**config.mk**
```make
export PLATFORM = sky130hd
export DESIGN_NAME = capcmp_channel
export DESIGN_NICKNAME = d
export VERILOG_FILES = /design/src/rtl/capcmp_pkg.sv /design/src/rtl/capcmp_input_stage.sv /design/src/rtl/capcmp_capture_unit.sv /design/src/rtl/capcmp_compare_unit.sv /design/src/rtl/capcmp_channel.sv
export SDC_FILE = /design/constraint.sdc
export NUM_CORES = 1
export LEC_CHECK = 0
export CORE_MARGIN = 2
export CORE_UTILIZATION = 30
export DETAILED_ROUTE_END_ITERATION = 10
export DONT_BUFFER_PORTS = 1
export GPL_TIMING_DRIVEN = 0
export PLACE_DENSITY_LB_ADDON = 0.3
export SYNTH_ARGS = -nofsm -noshare
export SYNTH_HDL_FRONTEND = slang
export SYNTH_SLANG_ARGS = --single-unit
```
**constraint.sdc**
```tcl
create_clock -name clk -period 2.35 [get_ports clk]
set_input_delay 0 -clock clk [delete_from_list [all_inputs] [get_ports clk]]
set_output_delay 0 -clock clk [all_outputs]
set_load 0.02 [all_outputs]
```
**src/rtl/capcmp_pkg.sv**
```systemverilog
package capcmp_pkg;
  typedef enum logic [1:0] {
    EDGE_NONE = 2'b00,
    EDGE_RISE = 2'b01,
    EDGE_FALL = 2'b10,
    EDGE_BOTH = 2'b11
  } edge_mode_e;

  typedef enum logic [1:0] {
    SRC_PIN_A = 2'b00,
    SRC_PIN_B = 2'b01,
    SRC_LOW   = 2'b10,
    SRC_HIGH  = 2'b11
  } src_sel_e;
endpackage

```
**src/rtl/capcmp_input_stage.sv**
```systemverilog
module capcmp_input_stage
  import capcmp_pkg::*;
#(
  parameter int SYNC_STAGES = 2
) (
  input  logic       clk,
  input  logic       rst_n,
  input  logic       pin_a_i,
  input  logic       pin_b_i,
  input  src_sel_e   src_sel_i,
  input  edge_mode_e edge_mode_i,
  output logic       level_o,
  output logic       edge_o
);
  localparam int LAST = SYNC_STAGES - 1;

  logic [SYNC_STAGES-1:0] sync_a_q, sync_b_q;
  logic prev_q;
  logic rise, fall;

  // synchronizer chains for the two pins
  always_ff @(posedge clk or negedge rst_n) begin
    if (!rst_n) begin
      sync_a_q <= '0;
      sync_b_q <= '0;
    end else begin
      sync_a_q[0] <= pin_a_i;
      sync_b_q[0] <= pin_b_i;
      for (int i = 1; i < SYNC_STAGES; i++) begin
        sync_a_q[i] <= sync_a_q[i-1];
        sync_b_q[i] <= sync_b_q[i-1];
      end
    end
  end

  always_comb begin
    unique case (src_sel_i)
      SRC_PIN_A: level_o = sync_a_q[LAST];
      SRC_PIN_B: level_o = sync_b_q[LAST];
      SRC_LOW:   level_o = 1'b0;
      default:   level_o = 1'b1;
    endcase
  end

  always_ff @(posedge clk or negedge rst_n) begin
    if (!rst_n) prev_q <= 1'b0;
    else        prev_q <= level_o;
  end

  assign rise = level_o & ~prev_q;
  assign fall = ~level_o & prev_q;

  always_comb begin
    unique case (edge_mode_i)
      EDGE_NONE: edge_o = 1'b0;
      EDGE_RISE: edge_o = rise;
      EDGE_FALL: edge_o = fall;
      default:   edge_o = rise | fall;
    endcase
  end

  assert_const_low_R1: assert property (@(posedge clk) disable iff (!rst_n)
    (src_sel_i == SRC_LOW) |-> !level_o);
  assert_const_high_R1: assert property (@(posedge clk) disable iff (!rst_n)
    (src_sel_i == SRC_HIGH) |-> level_o);
  assert_no_edge_R2: assert property (@(posedge clk) disable iff (!rst_n)
    (edge_mode_i == EDGE_NONE) |-> !edge_o);
endmodule

```
**src/rtl/capcmp_capture_unit.sv**
```systemverilog
module capcmp_capture_unit #(
  parameter int CNT_W = 16
) (
  input  logic             clk,
  input  logic             rst_n,
  input  logic             cap_en_i,
  input  logic             sync_en_i,
  input  logic             tick_i,
  input  logic             edge_i,
  input  logic [CNT_W-1:0] count_i,
  input  logic             wr_en_i,
  input  logic [CNT_W-1:0] wr_data_i,
  input  logic             rd_strobe_i,
  input  logic             ovf_clr_i,
  output logic [CNT_W-1:0] value_o,
  output logic             fire_o,
  output logic             ovf_o
);
  logic pend_q, unread_q;

  // deferred or immediate capture
  assign fire_o = cap_en_i & (sync_en_i ? (tick_i & (edge_i | pend_q)) : edge_i);

  always_ff @(posedge clk or negedge rst_n) begin
    if (!rst_n) begin
      pend_q   <= 1'b0;
      unread_q <= 1'b0;
      ovf_o    <= 1'b0;
      value_o  <= '0;
    end else begin
      pend_q <= cap_en_i & sync_en_i & ~tick_i & (edge_i | pend_q);
      if (fire_o)       value_o <= count_i;
      else if (wr_en_i) value_o <= wr_data_i;
      if (fire_o)           unread_q <= 1'b1;
      else if (rd_strobe_i) unread_q <= 1'b0;
      if (fire_o && unread_q && !rd_strobe_i) ovf_o <= 1'b1;
      else if (ovf_clr_i)                     ovf_o <= 1'b0;
    end
  end

  assert_capture_loads_R3: assert property (@(posedge clk) disable iff (!rst_n)
    fire_o |=> (value_o == $past(count_i)));
  assert_sync_waits_tick_R4: assert property (@(posedge clk) disable iff (!rst_n)
    (fire_o && sync_en_i) |-> tick_i);
  assert_ovf_sticky_R5: assert property (@(posedge clk) disable iff (!rst_n)
    (ovf_o && !ovf_clr_i) |=> ovf_o);
  assert_write_loads_R8: assert property (@(posedge clk) disable iff (!rst_n)
    (wr_en_i && !fire_o) |=> (value_o == $past(wr_data_i)));
endmodule

```
**src/rtl/capcmp_compare_unit.sv**
```systemverilog
module capcmp_compare_unit #(
  parameter int CNT_W = 16
) (
  input  logic             clk,
  input  logic             rst_n,
  input  logic             cmp_en_i,
  input  logic             step_i,
  input  logic [CNT_W-1:0] count_i,
  input  logic [CNT_W-1:0] ref_i,
  input  logic             level_i,
  output logic             hit_o,
  output logic             equ_o,
  output logic             sampled_o
);
  assign hit_o = cmp_en_i & step_i & (count_i == ref_i);

  always_ff @(posedge clk or negedge rst_n) begin
    if (!rst_n) begin
      equ_o     <= 1'b0;
      sampled_o <= 1'b0;
    end else begin
      equ_o <= hit_o;
      if (hit_o) sampled_o <= level_i;
    end
  end

  assert_equ_after_step_R7: assert property (@(posedge clk) disable iff (!rst_n)
    equ_o |-> $past(step_i));
  assert_no_equ_in_capture_R11: assert property (@(posedge clk) disable iff (!rst_n)
    equ_o |-> $past(cmp_en_i));
  assert_sample_latch_R6: assert property (@(posedge clk) disable iff (!rst_n)
    hit_o |=> (sampled_o == $past(level_i)));
endmodule

```
**src/rtl/capcmp_channel.sv**
```systemverilog
module capcmp_channel
  import capcmp_pkg::*;
#(
  parameter int CNT_W       = 16,
  parameter int SYNC_STAGES = 2
) (
  input  logic             clk,
  input  logic             rst_n,
  input  logic             tick_i,
  input  logic             step_i,
  input  logic [CNT_W-1:0] count_i,
  input  logic             pin_a_i,
  input  logic             pin_b_i,
  input  logic             capture_mode_i,
  input  logic [1:0]       edge_sel_i,
  input  logic [1:0]       src_sel_i,
  input  logic             sync_en_i,
  input  logic             wr_en_i,
  input  logic [CNT_W-1:0] wr_data_i,
  input  logic             rd_strobe_i,
  input  logic             flag_set_i,
  input  logic             flag_clr_i,
  input  logic             ovf_clr_i,
  output logic [CNT_W-1:0] value_o,
  output logic             flag_o,
  output logic             ovf_o,
  output logic             equ_o,
  output logic             level_o,
  output logic             sampled_o
);
  logic edge_hit, cap_fire, cmp_hit, hw_set;

  capcmp_input_stage #(.SYNC_STAGES(SYNC_STAGES)) in_stage_i (
    .clk(clk), .rst_n(rst_n), .pin_a_i(pin_a_i), .pin_b_i(pin_b_i),
    .src_sel_i(src_sel_e'(src_sel_i)), .edge_mode_i(edge_mode_e'(edge_sel_i)),
    .level_o(level_o), .edge_o(edge_hit)
  );

  capcmp_capture_unit #(.CNT_W(CNT_W)) cap_i (
    .clk(clk), .rst_n(rst_n), .cap_en_i(capture_mode_i), .sync_en_i(sync_en_i),
    .tick_i(tick_i), .edge_i(edge_hit), .count_i(count_i), .wr_en_i(wr_en_i),
    .wr_data_i(wr_data_i), .rd_strobe_i(rd_strobe_i), .ovf_clr_i(ovf_clr_i),
    .value_o(value_o), .fire_o(cap_fire), .ovf_o(ovf_o)
  );

  capcmp_compare_unit #(.CNT_W(CNT_W)) cmp_i (
    .clk(clk), .rst_n(rst_n), .cmp_en_i(~capture_mode_i), .step_i(step_i),
    .count_i(count_i), .ref_i(value_o), .level_i(level_o),
    .hit_o(cmp_hit), .equ_o(equ_o), .sampled_o(sampled_o)
  );

  assign hw_set = cap_fire | cmp_hit;

  always_ff @(posedge clk or negedge rst_n) begin
    if (!rst_n) flag_o <= 1'b0;
    else        flag_o <= (flag_o & ~flag_clr_i) | flag_set_i | hw_set;
  end

  assert_hw_set_wins_R9: assert property (@(posedge clk) disable iff (!rst_n)
    hw_set |=> flag_o);
  assert_flag_clear_R9: assert property (@(posedge clk) disable iff (!rst_n)
    (flag_clr_i && !flag_set_i && !hw_set) |=> !flag_o);
endmodule

```
==> results.rst, run 1 <==
.. list-table::
   :header-rows: 1

   * - Metric
     - Value
   * - Post-placement cell count
     - 179
   * - Synth Net Count
     - 178
   * - DRC violations left
     - 0
   * - Portion of total power attributed to the clock network
     - 24.0%
   * - Overall die width
     - 70.9 um
   * - Depth of the CTS H-tree
     - 1
   * - Number of buffers and inverters on the critical path
     - 2
   * - Power density normalized to cell area
     - 580 nW/um^2
   * - Kind of end point of the critical path
     - register
   * - Area overhead of the layout relative to synthesis
     - 45.6%
   * - Min-delay worst type
     - in2reg
   * - Netlist area before placement
     - 1340 sq um
   * - Internal portion of total power
     - 764 uW
   * - Net Sw Power
     - 370 uW
   * - Time the worst path needs with I/O delays and setup
     - 2210 ps
   * - Part of the Yosys area used for sequential elements
     - 50.3%
   * - Cells along the critical path
     - nand2b_1 -> o21ai_4 -> inv_1 -> ha_1 -> nand2_1 -> a31oi_2 -> a21oi_4 -> clkbuf_2 -> nand2_1 -> o21ai_1
   * - Overall via count from detail_route
     - 1162
   * - Launching element type of the critical path
     - register
   * - Number of antenna violations at the first check in global routing
     - 0
   * - Worst slew margin relative to its limit
     - 77.4%
   * - Req. time, crit path
     - 2550 ps
   * - Proportion of total power due to net switching
     - 32.7%
   * - Root cell of the clock tree
     - sky130_fd_sc_hd__clkbuf_8
   * - Non-Filler Instances
     - 229
   * - XOR/XNOR Fraction of Synth Area
     - 10.4%
   * - Insertion delay of the later-clocked pin in the worst-skew pair
     - 270 ps
   * - Vias per cell
     - 5.07
   * - Proportion of layout cells with a drive suffix above 1
     - 7.91%
   * - Area contributors post-synth
     - sky130_fd_sc_hd__dfrtp_1 (50%), sky130_fd_sc_hd__mux2i_1 (12%), sky130_fd_sc_hd__xor2_1 (7.8%), sky130_fd_sc_hd__o21ai_1 (6.3%), sky130_fd_sc_hd__nand2_1 (5.3%)
   * - Portion of netlist area occupied by mux cells
     - 12.8%
   * - Synth area leader
     - sky130_fd_sc_hd__dfrtp_1
   * - Initial core utilization
     - 31.1%
   * - TritonCTS clock tree
     - yes
   * - Antenna diode instance count
     - 0
   * - Syn Area/Cell
     - 10.6 sq um
   * - Warning count from the yosys run
     - 0
   * - Largest net degree at the start of global routing
     - 28
   * - Final hold vios
     - 0
   * - Port Buffers
     - 0
   * - Total global routing overflow
     - 0
   * - Area occupied by registers
     - 676 sq um
   * - Unique masters post-synth
     - 26
   * - Total number of clock tree sinks
     - 27
   * - RD Place Congestion
     - 0.690
   * - Delay-heaviest family, CP
     - compound AO/OA/AOI/OAI gates
   * - GRT Resource Usage Total
     - 16.4%
   * - Routed wirelength normalized by instance count
     - 17.4 um
   * - Rows
     - 24
   * - Total wire length
     - 3.98 mm
   * - Area of the core
     - 4320 sq um
   * - Post-route clock period utilization
     - 94.2%
   * - Synth Register Bits
     - 27
   * - Leakage Power
     - 0.000856 uW
   * - Final nets
     - 229
   * - Max Root-Sink Buffers
     - 2
   * - Transition time at the pin with the least slew margin
     - 335 ps
   * - Main combinational cell family by area after synthesis
     - multiplexers
   * - Die Outline Area
     - 5030 sq um
   * - Worst-case setup slack after placement
     - -399 ps
   * - Number of clock buffers inserted by TritonCTS
     - 3
   * - Post-route worst setup slack
     - 136 ps
   * - Kind of critical path
     - reg2reg
   * - Placement Cell Area
     - 1410 sq um
   * - 1st-iter DRT viols
     - 41
   * - Cells after synthesis
     - 127
   * - Share of the synthesized area in the top cell type
     - 50.3%
   * - HPWL after detailed placement
     - 2.54 mm
   * - Synthesized-area fraction occupied by adder cells
     - 1.86%
   * - Y dimension of the die
     - 70.9 um
   * - Final setup vio count
     - 0
   * - Compound-cell area share of the yosys netlist
     - 9.50%
   * - Share of flip-flops with an asynchronous set or reset after synthesis
     - 100%
   * - Area of all placed cells without fillers
     - 1960 sq um
   * - Number of global-route vias before repair
     - 1356
   * - Buffer count from post-CTS setup fixing
     - 0
   * - Proportion of power drawn by flip-flops and latches
     - 55.3%
   * - Clock slew at reported path FFs
     - 100 ps
   * - Outcome
     - finished, final reports clean
   * - Area of combinational cells with multiple inputs
     - 653 sq um
   * - Total of max-cap violations
     - 0
   * - Worst-case vdd ir drop
     - 302 uV
   * - Top-level I/O count
     - 70
   * - Final max-slew violation count
     - 0
   * - Critical Path AT
     - 2420 ps
   * - Post-detailed-route count of antenna-violating nets
     - 0
   * - Count of flip-flops with a built-in enable after synthesis
     - 0
   * - Final-layout fill cell count
     - 413
   * - Simple-gate area share of the yosys netlist
     - 12.2%
   * - Most used flip-flop cell after synthesis
     - sky130_fd_sc_hd__dfrtp_1
   * - Cell repeated most along the worst path
     - sky130_fd_sc_hd__nand2_1
   * - 1st-pass router iterations
     - 4
   * - Crit-path max cell delay
     - 340 ps
   * - Largest clock skew in the final design
     - 4.92 ps
   * - Achievable Freq
     - 452 MHz
   * - Wire length of the first global-routing pass
     - 6.38 mm
   * - Part of the power in combinational logic
     - 20.7%
   * - CP Max Fanout
     - 10
   * - Slowest cell on the critical path
     - sky130_fd_sc_hd__dfrtp_1
## synth_stat cells, types with 2 or more instances
master                      n
sky130_fd_sc_hd__nor2b_1    2
sky130_fd_sc_hd__dfrtp_1   27
sky130_fd_sc_hd__buf_2      2
sky130_fd_sc_hd__inv_1      5
sky130_fd_sc_hd__xnor2_1    4
sky130_fd_sc_hd__clkbuf_1   3
sky130_fd_sc_hd__xor2_1    12
sky130_fd_sc_hd__nand2_1   19
sky130_fd_sc_hd__o21ai_1   17
sky130_fd_sc_hd__mux2i_1   16
sky130_fd_sc_hd__nor4_1     3
sky130_fd_sc_hd__o21ai_0    2
sky130_fd_sc_hd__ha_1       2
## cells in the final DEF (no fill, tap or decap), types with 2 or more instances in the layout
master	Yosys	final
sky130_fd_sc_hd__dlygate4sd3_1	0	45
sky130_fd_sc_hd__dfrtp_1	27	27
sky130_fd_sc_hd__nand2_1	19	19
sky130_fd_sc_hd__o21ai_1	17	17
sky130_fd_sc_hd__mux2i_1	16	16
sky130_fd_sc_hd__xor2_1	12	12
sky130_fd_sc_hd__inv_1	5	5
sky130_fd_sc_hd__xnor2_1	4	4
sky130_fd_sc_hd__nor4_1	3	3
sky130_fd_sc_hd__clkbuf_2	0	3
sky130_fd_sc_hd__clkbuf_8	0	3
sky130_fd_sc_hd__nor2b_1	2	2
sky130_fd_sc_hd__buf_2	2	2
sky130_fd_sc_hd__ha_1	2	2
## final timing paths
check | from | endpoint | slack [ps] | cells past startpoint
max in group asynchronous | rst_n | cap_i.value_o[10] | 2040 | 2
max reg2reg | in_stage_i.sync_a_q[1] | cap_i.value_o[5] | 140 | 10
min in group asynchronous | rst_n | in_stage_i.sync_b_q[1] | 150 | 2
min | src_sel_i[0] | in_stage_i.prev_q | 3 | 2
max | in_stage_i.sync_a_q[1] | cap_i.value_o[5] | 140 | 10
min reg2reg | in_stage_i.sync_a_q[0] | in_stage_i.sync_a_q[1] | 360 | 0
## worst register-to-register path: stages (launching register included)
cell and delay, ps:
sky130_fd_sc_hd__dfrtp_1 340, sky130_fd_sc_hd__nand2b_1 90, sky130_fd_sc_hd__o21ai_4 270, sky130_fd_sc_hd__inv_1 90
sky130_fd_sc_hd__ha_1 300, sky130_fd_sc_hd__nand2_1 100, sky130_fd_sc_hd__a31oi_2 140, sky130_fd_sc_hd__a21oi_4 290
sky130_fd_sc_hd__clkbuf_2 320, sky130_fd_sc_hd__nand2_1 110, sky130_fd_sc_hd__o21ai_1 90
## timing repair
action                                 CTS  global route
pin swaps                                0             0
endpoints found under the hold margin   51             0
hold buffers                            46             0
setup endpoints to repair               18            18
gates resized for setup                  5             3
## routing by layer
metal	track usage [%]	up-vias	part of all wire, %
met1	17.7	582	37
met5	0	-	0
met2	32.0	38	58
met4	5.87	0	1.5
met3	2.42	6	3.3
li1	-	536	-
## state kept, by name, summed over array words and instances (netlist names)
| signal | cells |
|---|---|
| in_stage_i.sync_b_q | 2 |
| in_stage_i.prev_q | 1 |
| cap_i.ovf_o | 1 |
| cap_i.pend_q | 1 |
| cap_i.unread_q | 1 |
| flag_o | 1 |
| cmp_i.equ_o | 1 |
| cmp_i.sampled_o | 1 |
| in_stage_i.sync_a_q | 2 |
| cap_i.value_o | 16 |
## per-stage QoR
step	total power [uW]	util, %	setup TNS (ps)	hold slack, ps
finish	1130	45.3	0	2.53
CTS	1140	44.9	0	9.04
global route	1200	45.3	-57.6	6.18
global placement	776	32.6	-4370	-295
floorplan	745	-	0	-296
detailed placement	789	32.6	-6440	-295
## logic make-up (layout without fill, tap and decap cells)
logic type,Yosys count,in the layout
multiplexers,17,17
AND/OR/NAND/NOR,32,32
XOR/XNOR,16,16
adder cells (fa/ha/maj),2,2
flip-flops,27,27
AO/OA/AOI/OAI,23,23
buffers and inverters,10,60
## final cells by class
type	count	area share [%]
inverters	5	0.959
plain buffers	5	1.28
multi-input cells	90	33.4
flip-flops and latches	27	34.5
clock buffers	3	2.11
clock inverters	1	0.384
repair buffers	46	24.0
well taps	52	3.32
## power by group through the flow
stage	Sequential [uW]	Clock, uW	Combinational [uW]
after floorplan	621	0	124
after global placement	633	0	143
after detailed placement	635	0	154
after CTS	626	284	232
after global routing	634	309	262
final	628	272	235
No activity file was read; power rests on OpenSTA's default activity.
==> run 2, diff against run 1 <==
Settings changed: HOLD_SLACK_MARGIN set to 0.05, SYNTH_HIERARCHICAL set to 1.
==> results.rst, run 2 <==
.. list-table::
   :header-rows: 1

   * - Metric
     - Value
   * - Outcome
     - finished, final reports clean
   * - Worst slew margin relative to its limit
     - 78.5% (+1.1 points)
   * - Root cell of the clock tree
     - sky130_fd_sc_hd__clkbuf_8
   * - Cell with the most instances after synthesis
     - sky130_fd_sc_hd__mux2_2
   * - Launching element type of the critical path
     - register
   * - Depth of the CTS H-tree
     - 1 (unchanged)
   * - Count of flip-flops with a built-in enable after synthesis
     - 0 (unchanged)
   * - Largest registers ranked by flip-flop count
     - cap_i/value_o x16, in_stage_i/sync_a_q x2, in_stage_i/sync_b_q x2
   * - Leading cell types by count after synthesis
     - sky130_fd_sc_hd__mux2_2 (29), sky130_fd_sc_hd__dfrtp_1 (27), sky130_fd_sc_hd__xor2_1 (12)
   * - Port Buffers
     - 0 (unchanged)
   * - Proportion of layout cells with a drive suffix above 1
     - 26.4% (+18 points)
   * - Insertion delay of the later-clocked pin in the worst-skew pair
     - 280 ps (about the same)
   * - DRC violations left
     - 0 (unchanged)
   * - Crit-path max cell delay
     - 380 ps (+40 ps)
   * - Total wire length
     - 3.58 mm (-10%)
   * - Worst-case vdd ir drop
     - 438 uV (+45%)
   * - Overall die width
     - 73.1 um (+3.1%)
   * - Y dimension of the die
     - 73.1 um (+3.1%)
   * - Rows
     - 25 (+4.2%)
   * - Warning count from the yosys run
     - 6 (+6)
   * - Final setup vio count
     - 0 (unchanged)
   * - Area of all placed cells without fillers
     - 2050 sq um (+4.6%)
   * - HPWL after detailed placement
     - 2.40 mm (-5.4%)
   * - Achievable Freq
     - 452 MHz (about the same)
   * - 1st-pass router iterations
     - 4 (unchanged)
   * - Critical Path AT
     - 2380 ps (-40 ps)
   * - GRT Resource Usage Total
     - 14.1% (-2.3 points)
   * - Max Root-Sink Buffers
     - 2 (unchanged)
   * - Number of global-route vias before repair
     - 1190 (-12%)
   * - Share of the synthesized area in the top cell type
     - 47.2% (-3.1 points)
   * - Antenna diode instance count
     - 0 (unchanged)
   * - Post-route worst setup slack
     - 137 ps (+0.0110 ps)
   * - Time the worst path needs with I/O delays and setup
     - 2210 ps (-0.0110 ps)
   * - Delay-heaviest family, CP
     - compound AO/OA/AOI/OAI gates
   * - Final hold vios
     - 0 (unchanged)
   * - Largest net degree at the start of global routing
     - 28 (unchanged)
   * - Transition time at the pin with the least slew margin
     - 320 ps (-15.2 ps)
   * - Kind of critical path
     - reg2reg
   * - Unrepaired setup endpoints after global routing
     - no
   * - Most used flip-flop cell after synthesis
     - sky130_fd_sc_hd__dfrtp_1
   * - Post-route clock period utilization
     - 94.2% (about the same)
   * - Wire length of the first global-routing pass
     - 5.62 mm (-12%)
   * - Largest clock skew in the final design
     - 4.09 ps (-0.833 ps)
   * - Part of the Yosys area used for sequential elements
     - 47.2% (-3.1 points)
   * - Area overhead of the layout relative to synthesis
     - 42.9%
   * - Area of the core
     - 4660 sq um (+7.8%)
   * - Placement Cell Area
     - 1500 sq um (+6.5%)
   * - Synth Net Count
     - 163 (-8.4%)
   * - Path length in cells of the critical path
     - 11 (+1)
   * - Initial core utilization
     - 30.7% (-0.34 points)
   * - Worst hold slack after final layout
     - 78.0 ps (+75.4 ps)
   * - Synth area leader
     - sky130_fd_sc_hd__dfrtp_1
   * - Die Outline Area
     - 5340 sq um (+6.2%)
   * - Cells along the critical path
     - o21ai_0 -> o21a_1 -> inv_2 -> ha_1 -> nor2b_1 -> o21ai_1 -> o21ai_1 -> a21o_1 -> nand3_4 -> buf_8 -> mux2_2
   * - Syn Area/Cell
     - 12.8 sq um (+21%)
   * - Number of flip-flops in the largest register
     - 16 (unchanged)
   * - Final max-slew violation count
     - 0 (unchanged)
   * - Area contributors post-synth
     - sky130_fd_sc_hd__dfrtp_1 (47%), sky130_fd_sc_hd__mux2_2 (23%), sky130_fd_sc_hd__xor2_1 (7.3%), sky130_fd_sc_hd__mux2_1 (3.1%), sky130_fd_sc_hd__xnor2_1 (2.4%)
   * - Number of antenna violations at the first check in global routing
     - 0 (unchanged)
   * - Post-placement cell count
     - 166 (-7.3%)
   * - Number of buffers and inverters on the critical path
     - 2 (unchanged)
   * - Most common cell after layout, fill and taps aside
     - sky130_fd_sc_hd__dlygate4sd3_1
   * - Number of clock buffers inserted by TritonCTS
     - 3 (unchanged)
   * - Kind of end point of the critical path
     - register
   * - Synth Register Bits
     - 27 (unchanged)
   * - Final design utilization
     - 43.9% (-1.3 points)
   * - Min-delay worst type
     - in2reg
   * - 1st-iter DRT viols
     - 14 (-66%)
   * - Depth of the worst hold-timing path
     - 4 (+2)
   * - Total global routing overflow
     - 0 (unchanged)
   * - CP Max Fanout
     - 10 (unchanged)
   * - Total of max-cap violations
     - 0 (unchanged)
   * - Top-level I/O count
     - 70 (unchanged)
   * - Post-detailed-route count of antenna-violating nets
     - 0 (unchanged)
   * - Clock slew at reported path FFs
     - 100 ps (about the same)
   * - Req. time, crit path
     - 2520 ps (-30 ps)
   * - Netlist area before placement
     - 1430 sq um (+6.6%)
   * - Leakage Power
     - 0.000866 uW (+1.2%)
   * - Final-layout fill cell count
     - 435 (+5.3%)
   * - Share of flip-flops with an asynchronous set or reset after synthesis
     - 100% (unchanged)
   * - Top library cells by usage in the layout, fill and taps aside
     - sky130_fd_sc_hd__dlygate4sd3_1 (45), sky130_fd_sc_hd__mux2_2 (29), sky130_fd_sc_hd__dfrtp_1 (27), sky130_fd_sc_hd__xor2_1 (12), sky130_fd_sc_hd__inv_1 (5)
   * - Biggest register
     - cap_i/value_o
   * - Final nets
     - 215 (-6.1%)
   * - Vias per cell
     - 4.76 (-6.2%)
   * - Unique masters post-synth
     - 24 (-7.7%)
   * - Routed wirelength normalized by instance count
     - 16.5 um (-5.0%)
   * - Non-Filler Instances
     - 217 (-5.2%)
   * - Cells after synthesis
     - 112 (-12%)
   * - Worst-case setup slack after placement
     - -150 ps (+249 ps)
   * - Total number of clock tree sinks
     - 27 (unchanged)
   * - Slowest cell on the critical path
     - sky130_fd_sc_hd__dfrtp_1
   * - Power density normalized to cell area
     - 561 nW/um^2 (-3.2%)
   * - Cell repeated most along the worst path
     - sky130_fd_sc_hd__o21ai_1
   * - Overall via count from detail_route
     - 1033 (-11%)
   * - RD Place Congestion
     - 0.654 (-5.2%)
   * - TritonCTS clock tree
     - yes
   * - Cell count of the worst reg-to-reg path
     - 11 (+1)
==> run 2: tightest hold or removal path, delay by kind of cell <==
family           cells  cell delay [ps]
XOR/XNOR             1              110
AND/OR/NAND/NOR      3              210
==> run 2: layout make-up <==
type | count | area (sq um) | share of cell area [%]
buffer | 3 | 37.5 | 1.83
clock buffer | 3 | 41.3 | 2.02
clock inverter | 1 | 7.51 | 0.367
inverter | 6 | 22.5 | 1.10
multi-input combinational | 76 | 704 | 34.4
sequential | 27 | 676 | 33.0
tap | 54 | 67.6 | 3.30
timing repair buffer | 47 | 490 | 24.0
==> run 2: repair_timing <==
item / CTS / global route
hold buffers: 45 / 1
setup endpoints to repair: 8 / 18
endpoints found under the hold margin: 50 / 1
resized for setup: 1 / 4
pin swaps: 1 / 0
setup buffers: 1 / 0
==> run 2: cell families after synthesis <==
family / share of synthesized area, %
AND/OR/NAND/NOR: 8.47
flip-flops: 47.2
XOR/XNOR: 9.78
adder cells (fa/ha/maj): 1.75
multiplexers: 25.9
buffers and inverters: 3.67
AO/OA/AOI/OAI: 3.23
==> run 2: path summary, 6_finish.rpt <==
path / startpoint / slack (ps) / end
max in group asynchronous: rst_n / 2040 / cap_i/value_o[1]
worst max register to register: in_stage_i/sync_b_q[1] / 140 / cap_i/value_o[10]
worst max-delay path: in_stage_i/sync_b_q[1] / 140 / cap_i/value_o[10]
min in group asynchronous: rst_n / 150 / in_stage_i/prev_q
worst min register to register: in_stage_i/sync_a_q[0] / 360 / in_stage_i/sync_a_q[1]
worst min-delay path: count_i[8] / 80 / cmp_i/equ_o
==> run 2: per-layer routing <==
metal	track usage, %	up-vias	share of wire, %
li1	-	487	-
met1	15.7	498	39
met2	25.4	44	53
met3	4.97	4	7.4
met4	3.29	0	1.1
met5	0	-	0
==> run 2: where the power goes <==
group | internal [uW] | switching [uW]
registers | 512 | 102
logic | 163 | 91.2
clock network | 121 | 160
total | 795 | 352
==> run 2: metrics by stage <==
step	TNS (ps)	total power [uW]
global route	0	1220
CTS	0	1170
finish	0	1150
global placement	-557	786
floorplan	0	757
detailed placement	-1010	795
